## src/rtl/blm_fc_pkg.sv

```systemverilog
// Package: shared types and constants for the beam loss threshold fault checker.
// Assumes a fixed 12-bit fault layout: two bits per charge window, then test low/high.
package blm_fc_pkg;

    localparam int THR_W   = 16;
    localparam int N_WIN   = 5;
    localparam int FW      = 2 * N_WIN + 2;
    localparam int BIT_TLO = 2 * N_WIN;
    localparam int BIT_THI = 2 * N_WIN + 1;

    typedef enum logic [2:0] {
        K_PULSE = 3'd0,
        K_W60   = 3'd1,
        K_W30   = 3'd2,
        K_W10   = 3'd3,
        K_W1    = 3'd4,
        K_TEST  = 3'd5
    } charge_kind_e;

    typedef enum logic [1:0] {
        SEL_THR0 = 2'd0,
        SEL_THR1 = 2'd1,
        SEL_TLO  = 2'd2,
        SEL_THI  = 2'd3
    } thr_sel_e;

    typedef struct packed {
        logic [THR_W-1:0] thr0;
        logic [THR_W-1:0] thr1;
        logic [THR_W-1:0] tlo;
        logic [THR_W-1:0] thi;
    } thr_set_t;

    localparam thr_set_t THR_RESET = '{thr0: '1, thr1: '1, tlo: '0, thi: '1};

endpackage

```

## src/rtl/blm_cmp_unit.sv

```systemverilog
// Module: compare stage shared by all channels.
// Turns one strobed charge value into a 12-bit vector of new fault bits.
// Assumes thresholds are zero-extended to Q_W; the compare is purely combinational.
module blm_cmp_unit
    import blm_fc_pkg::*;
#(
    parameter int Q_W = 24
) (
    input  logic             valid,
    input  logic [2:0]       kind,
    input  logic [Q_W-1:0]   value,
    input  thr_set_t         thr,
    output logic [FW-1:0]    set_vec
);

    logic [Q_W-1:0] thr0_x, thr1_x, tlo_x, thi_x;

    // Widen all limits to the charge width.
    always_comb begin
        thr0_x = Q_W'(thr.thr0);
        thr1_x = Q_W'(thr.thr1);
        tlo_x  = Q_W'(thr.tlo);
        thi_x  = Q_W'(thr.thi);
    end

    for (genvar w = 0; w < N_WIN; w++) begin : g_win
        logic sel;
        assign sel = valid && (kind == 3'(w));
        // Threshold pair for charge window w.
        always_comb begin
            set_vec[2*w]   = sel && (value > thr0_x);
            set_vec[2*w+1] = sel && (value > thr1_x);
        end
    end

    logic sel_test;
    assign sel_test = valid && (charge_kind_e'(kind) == K_TEST);

    // Window check on the test charge.
    always_comb begin
        set_vec[BIT_TLO] = sel_test && (value < tlo_x);
        set_vec[BIT_THI] = sel_test && (value > thi_x);
    end

endmodule

```

## config.mk

```make
export PLATFORM = sky130hd
export DESIGN_NAME = blm_cmp_unit
export DESIGN_NICKNAME = d
export VERILOG_FILES = /design/src/rtl/blm_fc_pkg.sv /design/src/rtl/blm_cmp_unit.sv
export SDC_FILE = /design/constraint.sdc
export NUM_CORES = 1
export LEC_CHECK = 0
export ABC_AREA = 1
export BUFFER_PORTS_ARGS = -buffer_cell sky130_fd_sc_hd__buf_4
export CAP_MARGIN = 20
export CORE_UTILIZATION = 51
export DETAILED_ROUTE_END_ITERATION = 10
export GPL_TIMING_DRIVEN = 0
export PLACE_DENSITY = 0.91
export REMOVE_ABC_BUFFERS = 1
export SLEW_MARGIN = 15
export SYNTH_ARGS = -nofsm -noshare
export SYNTH_HDL_FRONTEND = slang
export SYNTH_SLANG_ARGS = --single-unit
```

## constraint.sdc

```tcl
create_clock -name vclk -period 3.3
set_input_delay 0.33 -clock vclk [all_inputs]
set_output_delay 0.33 -clock vclk [all_outputs]
set_load 0.05 [all_outputs]
```

==> impl_summary.log, run 1 <==
[metrics] starting density of the core: 0.545
[metrics] wire length of the first global-routing pass: 8070 um
[metrics] Total Wirelength: ~4700 um
[metrics] Period minus WS final: around 2.1 ns
[metrics] layer with the highest usage after global routing: met2
[metrics] average wire per cell in the routed design: around 10 um
[metrics] Ant. Diodes: 0
[metrics] cell type group with the largest total delay on the critical path: simple AND/OR/NAND/NOR gates
[metrics] utilization of the core after routing: 0.790
[metrics] Worst Tran Pin Value: 0.233 ns
[metrics] number of distinct library cells after synthesis: 17
[metrics] total iterations of the first detailed-routing run: 4
[metrics] final setup violation count: 0
[metrics] cells resized by post-CTS repair: 0
[metrics] part of the total power dissipated in sequential elements: 0
[metrics] critical path required time: just under 3 ns
[metrics] fraction of synthesized area in multiplexers: 0
[metrics] sequential cell area fraction in the yosys report: 0
[metrics] post-route DRC violation count: 0
[metrics] fraction of layout cells with a size suffix above 1: 0.267
[metrics] buffers inserted by post-CTS timing repair: 0
[metrics] antenna violations before repair: 0
[metrics] total count of max-transition violations in the final report: 0
[metrics] count of flip-flops and latches: 0
[metrics] combinational cell fraction of total power: 1.000
[metrics] synthesized area divided by synthesized cell count: between 5 and 6 um2
[metrics] core footprint: roughly 3400 um2
[metrics] met3 layer usage reported by global route: 0.0201
[metrics] critical path cell sequence: buf_4 -> ha_1 -> nand2_1 -> nor2_1 -> nand2_1 -> nor2_1 -> nand2_1 -> nand2_1 -> nand2_2 -> nor2_1 -> buf_4
[metrics] most common cell after layout, fill and taps aside: buf_4
[metrics] YS warnings: 0
[metrics] met1 usage: 0.277
[metrics] Setup WS post-layout: 1.17 ns
[metrics] worst setup timing slack at the placement stage: 1.18 ns
[metrics] Peak Freq: around 470 MHz
[metrics] Max-slew headroom: 0.844
[metrics] unrepaired setup endpoints after global routing: no
[metrics] critical path startpoint category: input pin
[metrics] switching portion of total power: 0.481
[metrics] DP Wirelength: about 4300 um
[metrics] startpoint of the lowest-slack hold path: kind[0]
[metrics] Slowest cell on crit path: ha_1
[metrics] clock share of power: 0
[metrics] largest stage delay on the critical path: between 0.2 and 0.3 ns
[metrics] Int Pwr: approximately 150 uW
[metrics] status: completed
[metrics] Worst Path Arrival: about 1.8 ns
[metrics] Max VDD drop: around 54 uV
[metrics] cell with the most instances on the worst path: nand2_1
[metrics] count of mapped cells out of synthesis: 316
[metrics] area enclosed by the die boundary: 3900 um2
[metrics] smallest hold slack: approximately 1.1 ns
[metrics] register area: 0 um2
[metrics] placer congestion estimate: about 0.88
[metrics] fin crit share: 0.645
[metrics] Remaining Overflow, GRT: 0
[metrics] Simple-Gate Fraction of Synth Area: 0.298
[metrics] overall fraction of global-route tracks in use: 0.243
[metrics] max capacitance violation total: 0
[metrics] Net Sw Power: 140 uW
[metrics] xor and xnor fraction of the mapped netlist area: 0
[metrics] synthesized-area fraction occupied by adder cells: 0.423
[metrics] via count of the first global-routing pass: a little over 2000
[metrics] final hold violation count: 0
[metrics] mean number of vias per cell: 4.70
[metrics] vias: ~2200
[metrics] end of the worst hold path: set_vec[7]
[metrics] quantity of I/O buffers inserted on ports: 104
[metrics] count of pins on the block boundary: between 100 and 150
[metrics] Power Density: 108 nW/um2
[metrics] count of buffer and inverter cells on the critical path: 2
[metrics] largest net degree at the start of global routing: 6
[metrics] synth-to-layout area growth: 45.0%
[metrics] clock buffer count: 0
[metrics] net count of the finished layout: between 500 and 600
[metrics] Hold Crit Depth: 4
[metrics] path class of the lowest-slack min-delay path: in2out
[metrics] Setup Crit Path Kind: in2out
[metrics] die outline width: 62.4 um
[metrics] dominant combinational cell family by area after synthesis: adder cells
[metrics] P_leak: approximately 1.8 nW
[metrics] number of nets with antenna violations after detailed routing: 0
[metrics] vertical die dimension: 62.4 um
[metrics] std cell rows: 21
[metrics] Max FO, Critical Path: 5
[metrics] TNS Setup: 0 ns
[metrics] DRC marker count from the first detailed-route iteration: 57
[metrics] M2 GR Usage: 0.499
[metrics] type of destination of the critical path: output pin
[metrics] Synth Area in Compound Gates: 0.109
[metrics] leading cell types in the layout, fill and taps excluded: buf_4, inv_1, nand2_1
[metrics] cell area after synthesis: between 1500 and 2000 um2
[metrics] Hold-fix buffers, CTS: 0
[metrics] Power Total: approximately 290 uW
-- cells in the mapped netlist --
| library cell | n | area share |
|---|---|---|
| a21oi_1 | 22 | 0.059 |
| nand2_2 | 2 | 0.0067 |
| o21a_1 | 2 | 0.0081 |
| or2_2 | 1 | 0.0034 |
| nand4_1 | 3 | 0.010 |
| nand4_2 | 1 | 0.0067 |
| ha_1 | 63 | 0.42 |
| nand2_1 | 70 | 0.14 |
| o21ai_0 | 2 | 0.0054 |
| nor3_1 | 2 | 0.0054 |
| o21bai_1 | 4 | 0.016 |
| nand3_1 | 13 | 0.035 |
| a21o_1 | 3 | 0.012 |
| inv_1 | 84 | 0.17 |
| a21boi_0 | 2 | 0.0081 |
| nor2_1 | 38 | 0.077 |
| nor2_2 | 4 | 0.013 |
-- worst max path at each step --
| stage | start | endpoint | slack (ns) | cells after the start |
|---|---|---|---|---|
| finish | value[15] | set_vec[6] | 1.17 | 11 |
| detailed placement | value[15] | set_vec[4] | 1.18 | 11 |
| global placement | value[15] | set_vec[8] | 1.24 | 11 |
| CTS | value[15] | set_vec[4] | 1.18 | 11 |
| floorplan | thr[15] | set_vec[11] | 1.15 | 8 |
| global route | value[15] | set_vec[4] | 1.03 | 11 |
-- cells by family (layout without fill, tap and decap cells) --
family,count (synthesis),count (layout)
simple gates,134,134
buf+inv,84,188
fa+ha+maj,63,63
compound gates,35,35
-- layout make-up --
class / instances / area, um2
Multi-Input combinational cell: 232 / 1550
Inverter: 84 / 315
Timing Repair Buffer: 104 / 781
Tap cell: 46 / 57.6
Fill cell: 266 / 716
-- stage by stage --
stage / cells / instance area, um2
after detailed placement: 466 / 2700
after global routing: 466 / 2700
after floorplan: 316 / 1860
after global placement: 466 / 2700
final: 466 / 2700
after CTS: 466 / 2700
-- power groups by stage --
stage | Sequential (mW) | Clock [mW] | Combinational (mW)
2_1_floorplan | 0 | 0 | 0.157
3_3_place_gp | 0 | 0 | 0.281
3_5_place_dp | 0 | 0 | 0.291
4_1_cts | 0 | 0 | 0.293
5_1_grt | 0 | 0 | 0.336
6_report | 0 | 0 | 0.291
-- per-layer routing --
metal / vias up / wire length [um]
met4: 0 / 35
met2: 76 / 2350
met3: 4 / 322
met5: - / 0
met1: 911 / 1950
li1: 1199 / -
No activity file was read; power rests on OpenSTA's default activity.
==> run 2, diff against run 1 <==
--- a/config.mk
+++ b/config.mk
@@ -8,10 +8,10 @@
 export ABC_AREA = 1
 export BUFFER_PORTS_ARGS = -buffer_cell sky130_fd_sc_hd__buf_4
 export CAP_MARGIN = 20
-export CORE_UTILIZATION = 51
+export CORE_UTILIZATION = 43
 export DETAILED_ROUTE_END_ITERATION = 10
 export GPL_TIMING_DRIVEN = 0
-export PLACE_DENSITY = 0.91
+export PLACE_DENSITY = 0.82
 export REMOVE_ABC_BUFFERS = 1
 export SLEW_MARGIN = 15
 export SYNTH_ARGS = -nofsm -noshare
==> constraint.sdc (replaced) <==
create_clock -name vclk -period 1.9
set_input_delay 0.19 -clock vclk [all_inputs]
set_output_delay 0.19 -clock vclk [all_outputs]
set_load 0.05 [all_outputs]
==> run 2 against run 1 <==
Net effect: critical endpoint is now set_vec[0]; core utilization is 12 points lower; via count grew 1.4%; worst hold slack worse by 0.30 ns.
==> impl_summary.log, run 2 (synthesis gave the netlist of run 1 again) <==
[metrics] quantity of I/O buffers inserted on ports: around 100
[metrics] fin crit share: 0.941
[metrics] vertical die dimension: a little under 70 um
[metrics] DRC marker count from the first detailed-route iteration: 52
[metrics] CP endpoint: set_vec[0]
[metrics] largest stage delay on the critical path: ~0.29 ns
[metrics] std cell rows: 23
[metrics] DP Wirelength: between 4000 and 5000 um
[metrics] total count of max-transition violations in the final report: 0
[metrics] most common cell after layout, fill and taps aside: buf_4
[metrics] Max VDD drop: about 90 uV
[metrics] smallest hold slack: approximately 0.80 ns
[metrics] Power Density: approximately 190 nW/um2
[metrics] critical path cell sequence: buf_4 -> ha_1 -> nand2_1 -> nor2_4 -> nand2_1 -> nor2_1 -> nand2_1 -> nand2_1 -> nand2_2 -> nor2_1 -> buf_4
[metrics] status: completed
[metrics] max capacitance violation total: 0
[metrics] Max FO, Critical Path: 5
[metrics] average wire per cell in the routed design: around 10 um
[metrics] via count of the first global-routing pass: 2011
[metrics] Remaining Overflow, GRT: 0
[metrics] placer congestion estimate: approximately 0.83
[metrics] Non-Filler Cell Area, Final: about 2700 um2
[metrics] Power Total: between 500 and 600 uW
[metrics] fraction of layout cells with a size suffix above 1: 0.274
[metrics] synth-to-layout area growth: 47.4%
[metrics] wire length of the first global-routing pass: ~7800 um
[metrics] utilization of the core after routing: 0.672
[metrics] P_leak: ~1.8 nW
[metrics] Ant. Diodes: 0
[metrics] cell with the most instances on the worst path: nand2_1
[metrics] number of fill cells: between 400 and 500
[metrics] Total Wirelength: approximately 4900 um
[metrics] vias: 2220
[metrics] placed cell area: around 2700 um2
[metrics] Hold-fix buffers, CTS: 0
[metrics] clock buffer count: 0
[metrics] unrepaired setup endpoints after global routing: yes
[metrics] overall fraction of global-route tracks in use: 0.214
[metrics] core footprint: around 4100 um2
[metrics] antenna violations before repair: 0
[metrics] Setup Crit Path Kind: in2out
[metrics] total iterations of the first detailed-routing run: 4
[metrics] CP Launch Point: value[15]
[metrics] Period minus WS final: 1.79 ns
[metrics] critical path required time: 1.71 ns
[metrics] post-route DRC violation count: 0
[metrics] critical path startpoint category: input pin
[metrics] largest net degree at the start of global routing: 6
[metrics] Slowest cell on crit path: ha_1
[metrics] die outline width: around 68 um
[metrics] count of flip-flops and latches: 0
[metrics] final hold violation count: 0
[metrics] startpoint of the lowest-slack hold path: kind[2]
[metrics] Setup WS post-layout: around 0.11 ns
[metrics] final setup violation count: 0
[metrics] net count of the finished layout: between 500 and 600
[metrics] Peak Freq: 559 MHz
[metrics] worst setup timing slack at the placement stage: around 0.052 ns
[metrics] register area: 0 um2
[metrics] starting density of the core: 0.456
[metrics] path class of the lowest-slack min-delay path: in2out
[metrics] number of nets with antenna violations after detailed routing: 0
[metrics] mean number of vias per cell: 4.72
[metrics] Max-slew headroom: 0.837
[metrics] count of pins on the block boundary: roughly 100
[metrics] Worst Tran Pin Value: 0.244 ns
[metrics] area enclosed by the die boundary: 4600 um2
[metrics] type of destination of the critical path: output pin
[metrics] Worst Path Arrival: 1.60 ns
[metrics] area taken by multi-input logic gates: approximately 1600 um2
[metrics] leading cell types in the layout, fill and taps excluded: buf_4, inv_1, nand2_1
## run 2: cell counts in the layout (fill, tap and decap cells not counted)
No cell type changed its count.
## run 2: how the worst min path moves through the flow
stage / endpoint / slack [ns] / cells after the start
floorplan: set_vec[6] / 0.65 / 2
global placement: set_vec[9] / 0.82 / 4
detailed placement: set_vec[7] / 0.82 / 4
CTS: set_vec[7] / 0.82 / 4
global route: set_vec[3] / 0.82 / 5
finish: set_vec[8] / 0.80 / 4
## run 2: layout make-up
class                      count  area share
inverter                      84       0.115
tap                           50      0.0228
timing repair buffer         104       0.293
multi-input combinational    232       0.570
## run 2: what timing repair did
item / CTS / global route
endpoints found under the setup margin: 0 / 10
gates resized for setup: 0 / 13
setup buffers: 0 / 0
## run 2: metal layers
metal	vias to the layer above	track usage	routed length [um]
met1	949	0.261	2150
li1	1202	-	-
met2	65	0.415	2430
met3	4	0.0101	255
met4	0	0.0260	31
met5	-	0	0
## run 2: where the power goes
part | leakage, nW | total (mW) | internal (mW) | switching [mW]
logic | 1.81 | 0.521 | 0.267 | 0.254
clock network | 0 | 0 | 0 | 0
registers | 0 | 0 | 0 | 0
total | 1.81 | 0.521 | 0.267 | 0.254
## run 2: stage by stage
stage	std cells	TNS, ns
2_1_floorplan	316	0
3_3_place_gp	470	0
3_5_place_dp	470	0
4_1_cts	470	0
5_1_grt	470	-0.0940
6_report	470	0
## run 2: worst max-delay path, delay by kind of cell
family	cells	cell delay (ns)
adders and majority gates	1	0.29
and+or+nand+nor	8	0.77
buffers and inverters	2	0.33
==> run 3, diff against run 2 <==
--- a/config.mk
+++ b/config.mk
@@ -5,13 +5,11 @@
 export SDC_FILE = /design/constraint.sdc
 export NUM_CORES = 1
 export LEC_CHECK = 0
-export ABC_AREA = 1
 export BUFFER_PORTS_ARGS = -buffer_cell sky130_fd_sc_hd__buf_4
-export CAP_MARGIN = 20
 export CORE_UTILIZATION = 43
 export DETAILED_ROUTE_END_ITERATION = 10
 export GPL_TIMING_DRIVEN = 0
-export PLACE_DENSITY = 0.82
+export PLACE_DENSITY = 0.83
 export REMOVE_ABC_BUFFERS = 1
 export SLEW_MARGIN = 15
 export SYNTH_ARGS = -nofsm -noshare
==> run 3 against run 2 <==
Net effect: the run now ends with setup timing left; first-iteration DRC count shrank 13%; via count fell by 0.27%; die area shrank 2.3%; critical path depth down 2.
==> impl_summary.log, run 3 <==
[metrics] net count of the finished layout: 514
[metrics] mean number of vias per cell: 5.44
[metrics] cell with the most instances on the worst path: buf_4
[metrics] post-route DRC violation count: 0
[metrics] Worst Path Arrival: approximately 1.8 ns
[metrics] cell area after synthesis: between 1500 and 2000 um2
[metrics] average wire per cell in the routed design: between 15 and 20 um
[metrics] Period minus WS final: ~2.0 ns
[metrics] count of pins on the block boundary: roughly 100
[metrics] number of distinct library cells after synthesis: 33
[metrics] critical path required time: between 1.5 and 2 ns
[metrics] Power Density: ~210 nW/um2
[metrics] vertical die dimension: about 67 um
[metrics] fraction of layout cells with a size suffix above 1: 0.510
[metrics] unrepaired setup endpoints after global routing: yes
[metrics] critical path cell sequence: buf_4 -> inv_1 -> ha_1 -> nand4_1 -> nor4_4 -> a22oi_2 -> buf_6 -> nor4_2 -> buf_4
[metrics] core footprint: approximately 4000 um2
[metrics] Ant. Diodes: 0
[metrics] starting density of the core: 0.451
[metrics] number of fill cells: about 260
[metrics] Max-slew headroom: 0.742
[metrics] Remaining Overflow, GRT: 0
[metrics] Worst Tran Pin Value: 0.385 ns
[metrics] final setup violation count: 11
[metrics] fin crit share: 1.07
[metrics] std cell rows: 23
[metrics] max capacitance violation total: 0
[metrics] path class of the lowest-slack min-delay path: in2out
[metrics] Max VDD drop: between 100 and 150 uV
[metrics] type of destination of the critical path: output pin
[metrics] die outline width: 67.0 um
[metrics] synth-to-layout area growth: 79.2%
[metrics] Setup Crit Path Kind: in2out
[metrics] area enclosed by the die boundary: 4490 um2
[metrics] vias: about 2200
[metrics] YS warnings: 0
[metrics] synthesized area divided by synthesized cell count: approximately 7.4 um2
[metrics] P_leak: between 1.5 and 2 nW
[metrics] final hold violation count: 0
[metrics] sequential cell area fraction in the yosys report: 0
[metrics] quantity of I/O buffers inserted on ports: between 100 and 150
[metrics] total iterations of the first detailed-routing run: 4
[metrics] count of mapped cells out of synthesis: roughly 250
[metrics] Hold-fix buffers, CTS: 0
[metrics] status: complete, but fails checks
[metrics] clock buffer count: 0
[metrics] violations in the final reports: setup timing
[metrics] main area contributors after synthesis: ha_1, inv_1, a21oi_1
[metrics] DP Wirelength: 4530 um
[metrics] leading cell types in the layout, fill and taps excluded: buf_4, inv_1, ha_1
[metrics] smallest hold slack: between 0.7 and 0.8 ns
[metrics] utilization of the core after routing: 0.809
[metrics] register area: 0 um2
[metrics] count of buffer and inverter cells on the critical path: 4
[metrics] portion of synthesized cell area occupied by the leading cell type: 0.434
[metrics] most common cell after layout, fill and taps aside: buf_4
[metrics] DRC marker count from the first detailed-route iteration: between 40 and 50
[metrics] largest stage delay on the critical path: approximately 0.30 ns
[metrics] overall fraction of global-route tracks in use: 0.261
[metrics] critical path startpoint category: input pin
[metrics] total count of max-transition violations in the final report: 0
[metrics] most area-hungry cell type in the Yosys netlist: ha_1
[metrics] count of flip-flops and latches: 0
[metrics] Max FO, Critical Path: 5
[metrics] via count of the first global-routing pass: between 2000 and 2500
[metrics] wire length of the first global-routing pass: approximately 9100 um
[metrics] Total Wirelength: about 6400 um
[metrics] Slowest cell on crit path: ha_1
[metrics] number of nets with antenna violations after detailed routing: 0
[metrics] antenna violations before repair: 0
[metrics] cell type group with the largest total delay on the critical path: simple AND/OR/NAND/NOR gates
[metrics] Setup WS post-layout: -0.128 ns
[metrics] largest net degree at the start of global routing: 8
[metrics] most common library cells after synthesis: ha_1, inv_1, a21oi_1
[metrics] placer congestion estimate: 0.845
[metrics] Peak Freq: 493 MHz
==> run 3: cell types whose count changed in the layout (fill, tap and decap cells not counted), moves of 5 or more <==
cell,previous run,this run
a21oi_2,0,6
ha_1,63,40
nand2_1,70,13
ha_4,0,22
inv_4,0,5
inv_1,84,50
buf_4,98,83
buf_6,6,27
a21oi_1,22,12
nor2_1,35,8
inv_2,0,8
nand4_1,3,13
nor2b_1,0,7
nand3_1,13,3
==> run 3: power breakdown <==
part           switching (mW)  leakage [nW]  internal [mW]
Sequential                  0             0              0
Combinational           0.325          1.68          0.359
Clock                       0             0              0
Total                   0.325          1.68          0.359
==> run 3: cells by family after synthesis <==
family / count (synthesis) / synth area share
and+or+nand+nor: 72 / 0.255
AOI/OAI and AO/OA: 48 / 0.181
adders and majority gates: 63 / 0.434
buffers and inverters: 63 / 0.130
==> run 3: per-stage QoR <==
step / total power, mW / TNS, ns / setup slack (ns) / cell area, um2 / cells
2_1_floorplan: 0.267 / -3.69 / -0.549 / 1820 / 246
3_3_place_gp: 0.494 / -2.58 / -0.278 / 2660 / 400
3_5_place_dp: 0.513 / -3.22 / -0.372 / 2660 / 400
4_1_cts: 0.608 / -0.278 / -0.0580 / 3080 / 404
5_1_grt: 0.746 / -1.54 / -0.224 / 3260 / 407
6_report: 0.685 / -0.575 / -0.128 / 3260 / 407
==> run 3: area by class of cell <==
class / count / area [um2] / share of cell area
repair buffers: 111 / 942 / 0.289
well taps: 50 / 62.6 / 0.0192
inverters: 63 / 249 / 0.0764
multi-input cells: 183 / 2000 / 0.615
==> run 3: final timing paths <==
path                     end  startpoint  cells after the start
setup / recovery  set_vec[4]     thr[58]                      9
hold / removal    set_vec[8]     kind[0]                      3
==> run 3: layer usage <==
metal  vias up  track usage  part of all wire
met5         -            0                 0
met4         0       0.0585             0.022
met3        10       0.0188             0.048
met2        85        0.521              0.55
met1      1022        0.290              0.38
li1       1097            -                 -
==> run 3: repair_timing <==
item / 4_1_cts / 5_1_grt
endpoints found under the setup margin: 12 / 12
buffers inserted: 4 / 3
pin swaps: 33 / 9
resized for setup: 77 / 25
gates cloned: 0 / 0
